File: config.mk
export PLATFORM = sky130hd
export DESIGN_NAME = msi_aggregator
export DESIGN_NICKNAME = d
export VERILOG_FILES = /design/src/rtl/msi_pkg.sv /design/src/rtl/msi_src_track.sv /design/src/rtl/msi_regfile.sv /design/src/rtl/msi_msg_master.sv /design/src/rtl/msi_aggregator.sv
export SDC_FILE = /design/constraint.sdc
export NUM_CORES = 1
export LEC_CHECK = 0
export CAP_MARGIN = 10
export CORE_ASPECT_RATIO = 0.6
export CORE_MARGIN = 2
export CORE_UTILIZATION = 50
export CTS_CLUSTER_DIAMETER = 50
export CTS_CLUSTER_SIZE = 20
export DETAILED_ROUTE_END_ITERATION = 8
export MAX_ROUTING_LAYER = met4
export PLACE_DENSITY_LB_ADDON = 0.2
export RECOVER_POWER = 25
export SYNTH_ARGS = -nofsm -noshare
export SYNTH_HDL_FRONTEND = slang
export SYNTH_SLANG_ARGS = --single-unit
export TNS_END_PERCENT = 50
File: constraint.sdc
create_clock -name clk -period 2.5 [get_ports clk]
set_input_delay 0.375 -clock clk [delete_from_list [all_inputs] [get_ports clk]]
set_output_delay 0.375 -clock clk [all_outputs]
set_load 0.02 [all_outputs]
File: src/rtl/msi_pkg.sv
package msi_pkg;
  localparam int unsigned REG_W     = 32;
  localparam int unsigned LINE_BITS = 5;

  localparam int unsigned OFF_REQ    = 'h00;
  localparam int unsigned OFF_MASK   = 'h04;
  localparam int unsigned OFF_PEND   = 'h08;
  localparam int unsigned OFF_CTRL   = 'h0C;
  localparam int unsigned OFF_TARGET = 'h10;

  localparam logic [REG_W-1:0] TARGET_RST = 32'hFFFB_0003;

  typedef struct packed {
    logic [REG_W-1:0] addr;
    logic [REG_W-1:0] data;
  } msg_t;

  // be[k] selects bits 8k+7:8k; be[3] is the lowest-addressed byte (big-endian)
  function automatic logic [REG_W-1:0] lane_merge(input logic [REG_W-1:0] old_v,
                                                  input logic [REG_W-1:0] new_v,
                                                  input logic [3:0] be);
    logic [REG_W-1:0] res;
    for (int k = 0; k < 4; k++) begin
      res[8*k +: 8] = be[k] ? new_v[8*k +: 8] : old_v[8*k +: 8];
    end
    return res;
  endfunction

  function automatic msg_t split_target(input logic [REG_W-1:0] t);
    msg_t m;
    m.addr = {t[REG_W-1:LINE_BITS], {LINE_BITS{1'b0}}};
    m.data = {{(REG_W-LINE_BITS){1'b0}}, t[LINE_BITS-1:0]};
    return m;
  endfunction
endpackage

File: src/rtl/msi_src_track.sv
module msi_src_track
  import msi_pkg::*;
#(
  parameter int unsigned NUM_SRC = 24
) (
  input  logic               clk,
  input  logic               rst,
  input  logic [NUM_SRC-1:0] irq_in,
  input  logic [NUM_SRC-1:0] mask_lo,
  input  logic               pend_clr,
  output logic [REG_W-1:0]   pending,
  output logic [REG_W-1:0]   request,
  output logic               edge_hit
);
  logic [NUM_SRC-1:0] pend_vec;
  logic [NUM_SRC-1:0] req_vec;
  logic [NUM_SRC-1:0] hit_vec;

  for (genvar i = 0; i < NUM_SRC; i++) begin : g_src
    logic p_q, r_q, prev_q;
    always_ff @(posedge clk) begin
      if (rst) begin
        p_q    <= 1'b0;
        r_q    <= 1'b0;
        prev_q <= 1'b0;
      end else begin
        prev_q <= irq_in[i];
        p_q    <= (p_q & ~pend_clr) | irq_in[i];
        if (hit_vec[i]) r_q <= 1'b1;
      end
    end
    assign hit_vec[i]  = irq_in[i] & ~prev_q & mask_lo[i];
    assign pend_vec[i] = p_q;
    assign req_vec[i]  = r_q;
  end

  assign pending  = REG_W'(pend_vec);
  assign request  = REG_W'(req_vec);
  assign edge_hit = |hit_vec;

  AST_PEND_LATCH: assert property (@(posedge clk) disable iff (rst)
    (|irq_in) |=> ((pend_vec & $past(irq_in)) == $past(irq_in))) else $error("pend latch");

  AST_REQ_STICKY: assert property (@(posedge clk) disable iff (rst)
    (|req_vec) |=> ((req_vec & $past(req_vec)) == $past(req_vec))) else $error("req sticky");
endmodule

File: src/rtl/msi_regfile.sv
module msi_regfile
  import msi_pkg::*;
#(
  parameter int unsigned NUM_SRC = 24,
  parameter int unsigned ADDR_W  = 8
) (
  input  logic              clk,
  input  logic              rst,
  input  logic              reg_req,
  input  logic              reg_we,
  input  logic [ADDR_W-1:0] reg_addr,
  input  logic [3:0]        reg_be,
  input  logic [REG_W-1:0]  reg_wdata,
  input  logic [REG_W-1:0]  pending,
  input  logic [REG_W-1:0]  request,
  output logic              reg_rsp_valid,
  output logic              reg_rsp_err,
  output logic [REG_W-1:0]  reg_rdata,
  output logic [REG_W-1:0]  mask_q,
  output logic              hold_q,
  output logic [REG_W-1:0]  target_q,
  output logic              pend_clr,
  output logic              mask_warn
);
  localparam logic [REG_W-1:0] VALID_BITS =
    (NUM_SRC >= REG_W) ? {REG_W{1'b1}} : ((REG_W'(1) << NUM_SRC) - REG_W'(1));

  logic hit_req, hit_mask, hit_pend, hit_ctrl, hit_tgt, hit_any;
  logic [REG_W-1:0] mask_next, tgt_next, ctrl_next, rd_mux;
  logic wr_ok, bad_mask;

  assign hit_req  = reg_addr == ADDR_W'(OFF_REQ);
  assign hit_mask = reg_addr == ADDR_W'(OFF_MASK);
  assign hit_pend = reg_addr == ADDR_W'(OFF_PEND);
  assign hit_ctrl = reg_addr == ADDR_W'(OFF_CTRL);
  assign hit_tgt  = reg_addr == ADDR_W'(OFF_TARGET);
  assign hit_any  = hit_req | hit_mask | hit_pend | hit_ctrl | hit_tgt;

  assign wr_ok     = reg_req & reg_we & hit_any;
  assign pend_clr  = reg_req & hit_pend;
  assign mask_next = lane_merge(mask_q, reg_wdata, reg_be);
  assign tgt_next  = lane_merge(target_q, reg_wdata, reg_be);
  assign ctrl_next = lane_merge({{(REG_W-1){1'b0}}, hold_q}, reg_wdata, reg_be);
  assign bad_mask  = ((mask_next & ~VALID_BITS) != '0) && (mask_next != {REG_W{1'b1}});

  always_comb begin
    rd_mux = '0;
    if (hit_req)  rd_mux = request;
    if (hit_mask) rd_mux = mask_q;
    if (hit_pend) rd_mux = pending;
    if (hit_ctrl) rd_mux = {{(REG_W-1){1'b0}}, hold_q};
    if (hit_tgt)  rd_mux = target_q;
  end

  always_ff @(posedge clk) begin
    if (rst) begin
      mask_q    <= '0;
      hold_q    <= 1'b0;
      target_q  <= TARGET_RST;
      mask_warn <= 1'b0;
    end else if (wr_ok) begin
      if (hit_mask) begin
        mask_q <= mask_next;
        if (bad_mask) mask_warn <= 1'b1;
      end
      if (hit_ctrl) hold_q   <= ctrl_next[0];
      if (hit_tgt)  target_q <= tgt_next;
    end
  end

  always_ff @(posedge clk) begin
    if (rst) begin
      reg_rsp_valid <= 1'b0;
      reg_rsp_err   <= 1'b0;
      reg_rdata     <= '0;
    end else begin
      reg_rsp_valid <= reg_req;
      reg_rsp_err   <= reg_req & ~hit_any;
      reg_rdata     <= (reg_req & ~reg_we & hit_any) ? rd_mux : '0;
    end
  end

  AST_RSP_NEXT: assert property (@(posedge clk) disable iff (rst)
    reg_req |=> reg_rsp_valid) else $error("rsp timing");

  AST_WARN_STICKY: assert property (@(posedge clk) disable iff (rst)
    mask_warn |=> mask_warn) else $error("warn sticky");

  AST_BAD_NO_WRITE: assert property (@(posedge clk) disable iff (rst)
    (reg_req && !hit_any) |=> ($stable(mask_q) && $stable(target_q) && $stable(hold_q))) else $error("bad offset wrote");
endmodule

File: src/rtl/msi_msg_master.sv
module msi_msg_master
  import msi_pkg::*;
(
  input  logic             clk,
  input  logic             rst,
  input  logic             ev,
  input  msg_t             ev_msg,
  input  logic             msg_ack,
  output logic             msg_valid,
  output logic [REG_W-1:0] msg_addr,
  output logic [REG_W-1:0] msg_data
);
  msg_t out_q, wait_q;
  logic out_v, wait_v, take;

  assign take = out_v & msg_ack;

  always_ff @(posedge clk) begin
    if (rst) begin
      out_v  <= 1'b0;
      wait_v <= 1'b0;
      out_q  <= '0;
      wait_q <= '0;
    end else if (take) begin
      if (wait_v) begin
        out_q  <= wait_q;
        wait_v <= ev;
        if (ev) wait_q <= ev_msg;
      end else begin
        out_v <= ev;
        if (ev) out_q <= ev_msg;
      end
    end else if (ev) begin
      if (!out_v) begin
        out_v <= 1'b1;
        out_q <= ev_msg;
      end else if (!wait_v) begin
        wait_v <= 1'b1;
        wait_q <= ev_msg;
      end
    end
  end

  assign msg_valid = out_v;
  assign msg_addr  = out_q.addr;
  assign msg_data  = out_q.data;

  AST_MSG_HOLD: assert property (@(posedge clk) disable iff (rst)
    (msg_valid && !msg_ack) |=> (msg_valid && $stable(msg_addr) && $stable(msg_data))) else $error("msg unstable");

  AST_WAIT_NEEDS_OUT: assert property (@(posedge clk) disable iff (rst)
    wait_v |-> out_v) else $error("queue order");
endmodule

File: src/rtl/msi_aggregator.sv
module msi_aggregator
  import msi_pkg::*;
#(
  parameter int unsigned NUM_SRC = 24,
  parameter int unsigned ADDR_W  = 8
) (
  input  logic               clk,
  input  logic               rst,
  input  logic [NUM_SRC-1:0] irq_in,
  input  logic               reg_req,
  input  logic               reg_we,
  input  logic [ADDR_W-1:0]  reg_addr,
  input  logic [3:0]         reg_be,
  input  logic [31:0]        reg_wdata,
  output logic               reg_rsp_valid,
  output logic               reg_rsp_err,
  output logic [31:0]        reg_rdata,
  output logic               msg_valid,
  output logic [31:0]        msg_addr,
  output logic [31:0]        msg_data,
  input  logic               msg_ack,
  output logic               mask_warn
);
  logic [REG_W-1:0] pending, request, mask_q, target_q;
  logic hold_q, pend_clr, edge_hit, ev;

  msi_regfile #(.NUM_SRC(NUM_SRC), .ADDR_W(ADDR_W)) u_regs (
    .clk(clk), .rst(rst),
    .reg_req(reg_req), .reg_we(reg_we), .reg_addr(reg_addr), .reg_be(reg_be),
    .reg_wdata(reg_wdata), .pending(pending), .request(request),
    .reg_rsp_valid(reg_rsp_valid), .reg_rsp_err(reg_rsp_err), .reg_rdata(reg_rdata),
    .mask_q(mask_q), .hold_q(hold_q), .target_q(target_q),
    .pend_clr(pend_clr), .mask_warn(mask_warn)
  );

  msi_src_track #(.NUM_SRC(NUM_SRC)) u_src (
    .clk(clk), .rst(rst), .irq_in(irq_in), .mask_lo(mask_q[NUM_SRC-1:0]),
    .pend_clr(pend_clr), .pending(pending), .request(request), .edge_hit(edge_hit)
  );

  assign ev = edge_hit & ~hold_q;

  msi_msg_master u_msg (
    .clk(clk), .rst(rst), .ev(ev), .ev_msg(split_target(target_q)),
    .msg_ack(msg_ack), .msg_valid(msg_valid), .msg_addr(msg_addr), .msg_data(msg_data)
  );

  AST_HOLD_BLOCKS: assert property (@(posedge clk) disable iff (rst)
    (hold_q && !msg_valid) |=> !msg_valid) else $error("hold leaked");

  AST_EDGE_SENDS: assert property (@(posedge clk) disable iff (rst)
    (edge_hit && !hold_q) |=> msg_valid) else $error("no message");
endmodule

==> summary.md, run 1 <==
Timing
* min cycle time layout: 2.327 ns
* remaining max-slew budget at the tightest pin: 19.64%
* final hold slack: 0.4497 ns
* fmax: 0.4298 GHz
* max-slew violation count: 0
* transition time of the tightest slew-check pin: 1.205 ns
* setup repair after global routing missed its margin: false
* worst path setup slack after routing: 0.1732 ns
* Hold Vio Cnt, Final: 0
* Clock Skew: 0.01473 ns
* Finish-stage setup viols: 0
* final worst-path cycle share: 93.07%

Route
* drt via density: 5.300
* count of routing violations after the opening detailed-route iteration: 623
* length of routed wiring on met1: 12530 µm
* DRC violations left: 0
* via count of the routed design: 7812
* top routing layer used: met4
* number of nets still failing antenna checks after routing: 0
* met2 routed wirelength: 11190 µm
* overall routed net length: 25820 µm
* WL per Instance: 17.51 µm
* iteration count of the initial detailed-routing pass: 5
* Met3 Routed Length: 1802 µm

Setup path
* Crit Path Max Fanout: 32
* largest incremental delay on the critical path: 0.58 ns
* worst path arrival time: 2.69 ns
* slowest cell on the critical path: or4_4
* Top Family by Delay on Critical Path: simple AND/OR/NAND/NOR gates
* Startpoint Class: input pin
* Worst EP required: 2.87 ns
* nature of the critical path endpoint: flip-flop
* cell breakdown of the critical path: dlygate4sd3_1 -> nand3b_1 -> nand4_1 -> or4_4 -> o31ai_4 -> buf_12 -> mux2_2
* number of buffer and inverter instances along the worst setup path: 2
* WS Path Type: in2reg

Clock tree
* CTS tree: yes
* H-tree levels: 1
* number of buffers added for setup after CTS: 0
* Post-CTS Hold Buffers: 0
* insertion delay to the later sink of the worst-skew pair: 0.49 ns
* clk sinks: 238
* clock tree root driver cell: clkbuf_16
* maximum buffer depth of the clock tree: 3
* clock transition at the registers of the reported paths: 0.08 ns
* number of clock buffers inserted by TritonCTS: 16
* quantity of gates resized following cts: 0

Job
* maxcap violations: 0

Power and ir drop
* net switching fraction of the power: 22.83%
* net switching power: 1.573 mW
* overall power after layout: 6.890 mW
* cell area power density: 553.4 nW/µm²
* internal power of the cells: 5.317 mW
* proportion of power drawn by combinational gates: 6.3%
* Seq pwr share: 56.2%
* Peak supply drop: 384.9 µV
* leak pwr: 5.230 nW
* power share of the clock group: 37.5%

Floorplan
* # rows: 40
* initial core utilization: 50.88%
* horizontal die dimension: 188.0 µm
* number of top-level pins: 173
* die boundary height: 114.4 µm
* area enclosed by the die boundary: 21520 µm²
* core box area: 19970 µm²

Synthesis
* average cell area after synthesis: 9.631 µm²
* count of state elements after synthesis: 238
* number of synthesized flops with an enable pin: 0
* Seq/Total Area, Yosys: 46.89%
* netlist area before placement: 10160 µm²
* number of distinct library cells after synthesis: 45
* count of warnings emitted by yosys: 0
* post-synthesis cell count: 1055
* primary flip-flop cell chosen by synthesis mapping: dfxtp_1
* share of async-settable or async-resettable flops after synthesis: 0%

Global route
* overall routing resource usage: 24.44%
* wire length of the first global-routing pass: 40490 µm
* global-route congestion overflow total: 0
* antenna violations before repair: 1
* vias in the first global route: 7396
* largest net degree at the start of global routing: 72

Cells and area
* count of nets after finishing: 1270
* final design utilization: 62.35%
* layout cells sized above 1: 9.583%
* most used cells in the layout excluding fill and tap cells: dfxtp_1 (238), mux2i_1 (108), clkdlybuf4s50_1 (108)
* Layout Cells excl Fill: 1474
* most frequent standard cell in the layout excluding fill and tap cells: dfxtp_1
* P&R area growth vs syn: 22.53%

Status
* outcome: finished, final reports clean

Placed design
* worst setup slack after placement: -0.2894 ns
* routability congestion estimate from global placement: 0.9250
* half-perimeter wire length after placement: 18540 µm
* DP Cell Count: 1452
* Buffers on Ports: 140

Min path
* class of the most critical hold timing path: reg2reg

-- kinds of logic (layout without fill, tap and decap cells) --
family                 after synthesis  after routing  share of synthesized area [%]
flip-flops                         238            238                          46.89
AO/OA/AOI/OAI                      155            155                          10.45
other                                1             33                        0.03691
AND/OR/NAND/NOR                    400            400                          21.57
multiplexers                       140            140                          14.19
XOR/XNOR                             1              1                        0.08621
buffers and inverters              120            234                          6.773
-- state kept, by name, indices dropped and copies added (netlist names) --
register	count
u_msg.msg_addr	27
u_msg.msg_data	5
u_msg.msg_valid	1
u_msg.wait_q	32
u_msg.wait_v	1
u_regs.hold_q	1
u_regs.mask_q	32
u_regs.mask_warn	1
u_regs.reg_rdata	32
u_regs.reg_rsp_err	1
u_regs.reg_rsp_valid	1
u_regs.target_q	32
u_src.g_src.p_q	24
u_src.g_src.prev_q	24
u_src.g_src.r_q	24
-- layer usage --
layer / track usage [%] / vias to the layer above
met3: 5.087 / 23
li1: - / 3826
met2: 36.51 / 229
met5: - / -
met4: 4.094 / 0
met1: 34.62 / 3734
-- through the flow --
step / setup TNS (ns) / instance area (µm²)
2_1_floorplan: 0 / 10280
3_3_place_gp: -19.28 / 12000
3_5_place_dp: -20.13 / 12000
4_1_cts: 0 / 12460
5_1_grt: 0 / 12450
6_report: 0 / 12450
-- Yosys cell counts, drive strengths merged, types with 4 or more instances --
cell      n  area (µm²)
a21o     25       187.7
a21oi    62       321.6
a22o     23       201.4
a22oi    33       247.7
and3      5       31.28
and3b     8       70.07
buf      63       474.2
clkbuf   36       135.1
dfxtp   238        4765
inv      21       78.83
mux2     32       360.3
mux2i   108        1081
nand2    91       341.6
nand2b   66       412.9
nand3    11       92.59
nand3b   36       270.3
nand4    15       93.84
nor2     88       330.3
nor2b    60       375.4
nor4      9       75.08
or4       4       37.53
-- power groups by stage --
stage / registers (mW) / clock network, mW / logic [mW]
after floorplan: 3.96 / 0 / 0.259
after global placement: 3.96 / 0 / 0.434
after detailed placement: 3.96 / 0 / 0.437
after CTS: 3.87 / 2.64 / 0.439
after global routing: 3.88 / 2.80 / 0.467
final: 3.87 / 2.58 / 0.437
-- area by class of cell --
| type | count | area [µm²] |
|---|---|---|
| Fill cell | 1684 | 7518 |
| Multi-Input combinational cell | 728 | 4851 |
| Sequential cell | 238 | 4765 |
| Timing Repair Buffer | 192 | 1943 |
| Clock buffer | 18 | 439.2 |
| Tap cell | 273 | 341.6 |
| Inverter | 21 | 78.83 |
| Clock inverter | 3 | 30.03 |
| Antenna cell | 1 | 2.502 |
-- final timing paths --
kind,from,endpoint,slack (ns),cells after the start
min reg2reg,u_regs.mask_warn,u_regs.mask_warn,0.45,2
max reg2reg,u_regs.mask_q[1],u_msg.msg_addr[30],0.21,6
min,u_regs.mask_warn,u_regs.mask_warn,0.45,2
max,irq_in[21],u_msg.msg_addr[30],0.17,7
-- worst reg2reg max path: stages (launching register included) --
cell and delay [ns]:
dfxtp_1 0.34, nand3b_1 0.18, nand4_1 0.16, or4_4 0.58, o31ai_4 0.28, buf_12 0.25
mux2_2 0.38
No activity file was read; power rests on OpenSTA's default activity.
==> run 2, diff against run 1 <==
--- a/config.mk
+++ b/config.mk
@@ -15,6 +15,7 @@
 export MAX_ROUTING_LAYER = met4
 export PLACE_DENSITY_LB_ADDON = 0.2
 export RECOVER_POWER = 25
+export SETUP_SLACK_MARGIN = 0.4
 export SYNTH_ARGS = -nofsm -noshare
 export SYNTH_HDL_FRONTEND = slang
 export SYNTH_SLANG_ARGS = --single-unit
==> summary.md, run 2 (same netlist as run 1, synthesis figures left out) <==
Timing
* Hold Vio Cnt, Final: 0, unchanged
* Finish-stage setup viols: 0, unchanged
* Clock Skew: 0.01584 ns, +0.001115 ns
* final hold slack: 0.3354 ns, -0.1143 ns
* fmax: 0.4250 GHz, -1.1%
* worst path setup slack after routing: 0.1472 ns, -0.02597 ns
* transition time of the tightest slew-check pin: 1.261 ns, +0.05552 ns
* setup repair after global routing missed its margin: true
* Setup Total Neg Slack: 0 ns, unchanged
* final worst-path cycle share: 94.11%, +1.0 points
* min cycle time layout: 2.353 ns, +0.02597 ns
* max-slew violation count: 0, unchanged
* remaining max-slew budget at the tightest pin: 15.93%, -3.7 points

Clock tree
* CTS tree: yes
* maximum buffer depth of the clock tree: 3, unchanged
* clk sinks: 238, unchanged
* number of clock buffers inserted by TritonCTS: 16, unchanged
* H-tree levels: 1, unchanged
* insertion delay to the later sink of the worst-skew pair: 0.49 ns, about the same
* Post-CTS Hold Buffers: 0, unchanged
* clock tree root driver cell: clkbuf_16
* clock transition at the registers of the reported paths: 0.08 ns, about the same

Floorplan
* number of top-level pins: 173, unchanged
* initial core utilization: 50.88%, unchanged
* die boundary height: 114.4 µm, unchanged
* # rows: 40, unchanged
* horizontal die dimension: 188.0 µm, unchanged
* area enclosed by the die boundary: 21520 µm², unchanged
* core box area: 19970 µm², unchanged

Power and ir drop
* Peak supply drop: 383.4 µV, -0.38%
* cell area power density: 542.2 nW/µm², -2.0%
* leak pwr: 5.390 nW, +3.1%
* overall power after layout: 6.899 mW, +0.13%

Setup path
* WS Path Type: in2reg
* worst-case reg-to-reg path depth: 7, +1
* Startpoint Class: input pin
* R2R Path End: u_msg.msg_addr[13]
* Crit Path Max Fanout: 8, -75%
* Worst EP required: 2.87 ns, about the same
* nature of the critical path endpoint: flip-flop
* slack of the worst reg-to-reg path: 0.22 ns, about the same
* worst path arrival time: 2.73 ns, +0.04 ns
* Reg-to-Reg Start: u_regs.mask_q[3]

Job
* maxcap violations: 0, unchanged

Global route
* largest net degree at the start of global routing: 72, unchanged
* vias in the first global route: 7444, +0.65%
* global-route congestion overflow total: 0, unchanged
* overall routing resource usage: 25.10%, +0.66 points
* wire length of the first global-routing pass: 41330 µm, +2.1%
* antenna violations before repair: 1, unchanged

Route
* drt via density: 5.357, +1.1%
* count of routing violations after the opening detailed-route iteration: 601, -3.5%
* DRC violations left: 0, unchanged
* via count of the routed design: 7944, +1.7%
* iteration count of the initial detailed-routing pass: 5, unchanged
* overall routed net length: 26940 µm, +4.4%
* number of nets still failing antenna checks after routing: 0, unchanged
* WL per Instance: 18.17 µm, +3.7%

Placed design
* routability congestion estimate from global placement: 0.9250, unchanged
* half-perimeter wire length after placement: 18540 µm, unchanged
* worst setup slack after placement: -0.2894 ns, unchanged
* Buffers on Ports: 140, unchanged

Cells and area
* layout filler cell count: 1657, -1.6%
* most frequent standard cell in the layout excluding fill and tap cells: dfxtp_1
* layout cells sized above 1: 11.08%, +1.5 points
* P&R area growth vs syn: 25.22%
* most used cells in the layout excluding fill and tap cells: dfxtp_1 (236), mux2i_1 (108), clkdlybuf4s50_1 (107)
* count of nets after finishing: 1279, +0.71%
* final design utilization: 63.72%, +1.4 points

Min path
* class of the most critical hold timing path: in2reg
* cell count of the worst hold path: 2, unchanged
* hold path endpoint: u_src.g_src[3].prev_q
* Hold Crit Start: irq_in[3]

Status
* outcome: finished, final reports clean

[run 2: how the worst max path moves through the flow]
stage	end	cells past startpoint	slack, ns	startpoint
floorplan	u_msg.msg_addr[11]	6	0.41	irq_in[2]
global placement	u_msg.msg_data[4]	7	-0.28	irq_in[2]
detailed placement	u_msg.msg_addr[30]	7	-0.29	irq_in[2]
CTS	u_msg.msg_addr[17]	7	0.27	u_regs.mask_q[3]
global route	u_msg.msg_addr[13]	8	0.12	irq_in[20]
finish	u_msg.msg_addr[13]	8	0.15	irq_in[20]
[run 2: layout make-up]
| class | instances | area (µm²) | share of cell area (%) |
|---|---|---|---|
| repair buffers | 200 | 2092 | 16.44 |
| clock inverters | 3 | 30.03 | 0.2360 |
| well taps | 273 | 341.6 | 2.685 |
| multi-input cells | 729 | 4972 | 39.08 |
| diodes | 1 | 2.502 | 0.01967 |
| inverters | 21 | 78.83 | 0.6195 |
| clock buffers | 18 | 439.2 | 3.452 |
| flip-flops and latches | 238 | 4767 | 37.47 |
[run 2: critical path, stage by stage]
cell,delay (ns)
dlygate4sd3_1,0.61
nand3b_1,0.14
nand4_1,0.12
or4_4,0.57
o31ai_4,0.24
buf_6,0.17
clkbuf_16,0.16
mux2_2,0.32
[run 2: power breakdown]
group          internal [mW]  switching, mW  total (mW)  leakage, nW
clock network           1.27           1.31        2.58        0.232
logic                  0.205          0.240       0.445         3.22
registers               3.85         0.0254        3.87         1.93
[run 2: metrics by stage]
| step | instances | area (µm²) |
|---|---|---|
| CTS | 1479 | 12620 |
| floorplan | 1086 | 10280 |
| detailed placement | 1452 | 12000 |
| global route | 1483 | 12720 |
| global placement | 1452 | 12000 |
| finish | 1483 | 12720 |
[run 2: metal layers]
metal,part of all wire [%],vias to the layer above,GRT usage (%)
met3,7.8,24,4.873
met5,0,-,-
met1,48,3783,35.89
met4,1.1,0,3.937
met2,43,289,37.47
li1,-,3848,-
[run 2: repair_timing]
action,CTS,global route
cloned,3,3
pin swaps,8,1
resized for setup,22,16
endpoints found under the setup margin,96,126
endpoints found under the hold margin,0,0
setup buffers,3,0
==> run 3, diff against run 2 <==
--- a/config.mk
+++ b/config.mk
@@ -13,7 +13,7 @@
 export CTS_CLUSTER_SIZE = 20
 export DETAILED_ROUTE_END_ITERATION = 8
 export MAX_ROUTING_LAYER = met4
-export PLACE_DENSITY_LB_ADDON = 0.2
+export PLACE_DENSITY_LB_ADDON = 0.05
 export RECOVER_POWER = 25
 export SETUP_SLACK_MARGIN = 0.4
 export SYNTH_ARGS = -nofsm -noshare
==> summary.md, run 3 (same netlist as run 1, synthesis figures left out) <==
Timing
* setup repair after global routing missed its margin: true
* Clock Skew: 0.01428 ns, -0.001559 ns
* Hold Vio Cnt, Final: 0, unchanged
* fmax: 0.4241 GHz, -0.23%
* max-slew violation count: 86, +86
* remaining max-slew budget at the tightest pin: -18.40%, -34 points
* final hold slack: 0.2676 ns, -0.06782 ns
* worst path setup slack after routing: 0.1418 ns, -0.005449 ns
* final worst-path cycle share: 94.33%, +0.22 points
* transition time of the tightest slew-check pin: 1.776 ns, +0.5150 ns
* min cycle time layout: 2.358 ns, +0.005449 ns
* Finish-stage setup viols: 0, unchanged

Route
* DRC violations left: 0, unchanged
* WL per Instance: 18.03 µm, -0.78%
* drt via density: 5.315, -0.77%
* iteration count of the initial detailed-routing pass: 5, unchanged
* count of routing violations after the opening detailed-route iteration: 642, +6.8%
* overall routed net length: 26910 µm, -0.11%
* number of nets still failing antenna checks after routing: 0, unchanged
* via count of the routed design: 7936, -0.10%

Clock tree
* Post-CTS Hold Buffers: 0, unchanged
* number of clock buffers inserted by TritonCTS: 16, unchanged
* clock tree root driver cell: clkbuf_16
* CTS tree: yes
* clk sinks: 238, unchanged
* H-tree levels: 1, unchanged
* insertion delay to the later sink of the worst-skew pair: 0.49 ns, about the same
* clock transition at the registers of the reported paths: 0.09 ns, about the same
* maximum buffer depth of the clock tree: 3, unchanged

Floorplan
* # rows: 40, unchanged
* horizontal die dimension: 188.0 µm, unchanged
* number of top-level pins: 173, unchanged
* initial core utilization: 50.88%, unchanged
* core box area: 19970 µm², unchanged
* area enclosed by the die boundary: 21520 µm², unchanged
* die boundary height: 114.4 µm, unchanged

Setup path
* R2R Path End: u_msg.msg_data[0]
* nature of the critical path endpoint: flip-flop
* Startpoint Class: input pin
* worst path arrival time: 2.73 ns, about the same
* WS Path Type: in2reg
* Reg-to-Reg Start: u_regs.mask_q[16]
* Crit Path Max Fanout: 8, unchanged
* worst-case reg-to-reg path depth: 7, unchanged
* slack of the worst reg-to-reg path: 0.18 ns, -0.04 ns
* Worst EP required: 2.88 ns, about the same

Global route
* global-route congestion overflow total: 0, unchanged
* overall routing resource usage: 25.36%, +0.26 points
* largest net degree at the start of global routing: 47, -35%
* vias in the first global route: 7509, +0.87%
* wire length of the first global-routing pass: 41700 µm, +0.88%
* antenna violations before repair: 2, +1

Placed design
* Buffers on Ports: 140, unchanged
* half-perimeter wire length after placement: 18740 µm, +1.1%
* worst setup slack after placement: -0.2354 ns, +0.05400 ns
* Placed Area: 12050 µm², +0.44%
* routability congestion estimate from global placement: 0.8463, -8.5%

Min path
* Hold Crit Start: rst
* cell count of the worst hold path: 2, unchanged
* hold path endpoint: u_regs.mask_q[6]
* class of the most critical hold timing path: in2reg

Cells and area
* most frequent standard cell in the layout excluding fill and tap cells: dfxtp_1
* count of nets after finishing: 1287, +0.63%
* layout cells sized above 1: 11.49%, +0.41 points
* P&R area growth vs syn: 25.62%
* final instance area: 12760 µm², +0.32%
* most used cells in the layout excluding fill and tap cells: dfxtp_1 (232), clkdlybuf4s50_1 (109), mux2i_1 (107)
* final design utilization: 63.92%, +0.21 points

Power and ir drop
* leak pwr: 5.433 nW, +0.79%
* Peak supply drop: 406.5 µV, +6.0%
* overall power after layout: 6.990 mW, +1.3%
* cell area power density: 547.6 nW/µm², +1.0%

Status
* outcome: complete, but fails checks
* failing checks: capacitance limit, slew limit

Job
* maxcap violations: 2, +2

## run 3: changes by cell type in the layout (fill, tap and decap cells not counted), moves of 3 or more
cell,before,now
clkbuf_1,1,5
nand3_2,3,0
dfxtp_1,236,232
mux2_4,23,26
buf_4,37,46
nand3_1,5,8
## run 3: what timing repair did
action	4_1_cts	5_1_grt
gates resized for setup	24	18
setup buffers	4	3
pin swaps	5	1
setup endpoints to repair	84	124
gates cloned	2	1
endpoints found under the hold margin	0	0
## run 3: power breakdown
| group | internal [mW] | switching (mW) | total (mW) |
|---|---|---|---|
| logic | 0.201 | 0.236 | 0.437 |
| registers | 3.84 | 0.0248 | 3.87 |
| clock network | 1.37 | 1.31 | 2.68 |
## run 3: worst max-delay path by stage
stage | start | end | slack, ns | cells past startpoint
2_1_floorplan | irq_in[2] | u_msg.msg_addr[11] | 0.41 | 6
3_3_place_gp | irq_in[16] | u_msg.msg_addr[11] | -0.21 | 7
3_5_place_dp | irq_in[14] | u_msg.msg_addr[24] | -0.24 | 7
4_1_cts | u_regs.mask_q[13] | u_msg.msg_addr[6] | 0.29 | 7
5_1_grt | irq_in[21] | u_msg.msg_addr[14] | 0.1 | 8
6_report | irq_in[21] | u_msg.msg_data[0] | 0.14 | 8
## run 3: metal layers
metal | part of all wire [%] | track usage, %
met3 | 6.4 | 4.505
met2 | 43 | 37.64
met1 | 50 | 36.94
met4 | 0.88 | 3.360
met5 | 0 | -
## run 3: area by class of cell
type	count	area (µm²)
Inverter	21	78.83
Clock buffer	18	439.2
Fill cell	1689	7204
Antenna cell	2	5.005
Clock inverter	4	52.55
Timing Repair Buffer	209	2112
Sequential cell	238	4777
Tap cell	273	341.6
Multi-Input combinational cell	728	4959
## run 3: metrics by stage
stage	std cells	setup TNS, ns
3_5_place_dp	1459	-14.01
2_1_floorplan	1086	0
3_3_place_gp	1459	-11.98
6_report	1493	0
5_1_grt	1493	0
4_1_cts	1487	0
## run 3: critical path, cell delays in order
cell,delay [ns]
dlygate4sd3_1,0.61
nand3b_1,0.17
nand4_1,0.10
or4_4,0.56
o31ai_4,0.25
buf_6,0.18
buf_16,0.15
mux2_2,0.33
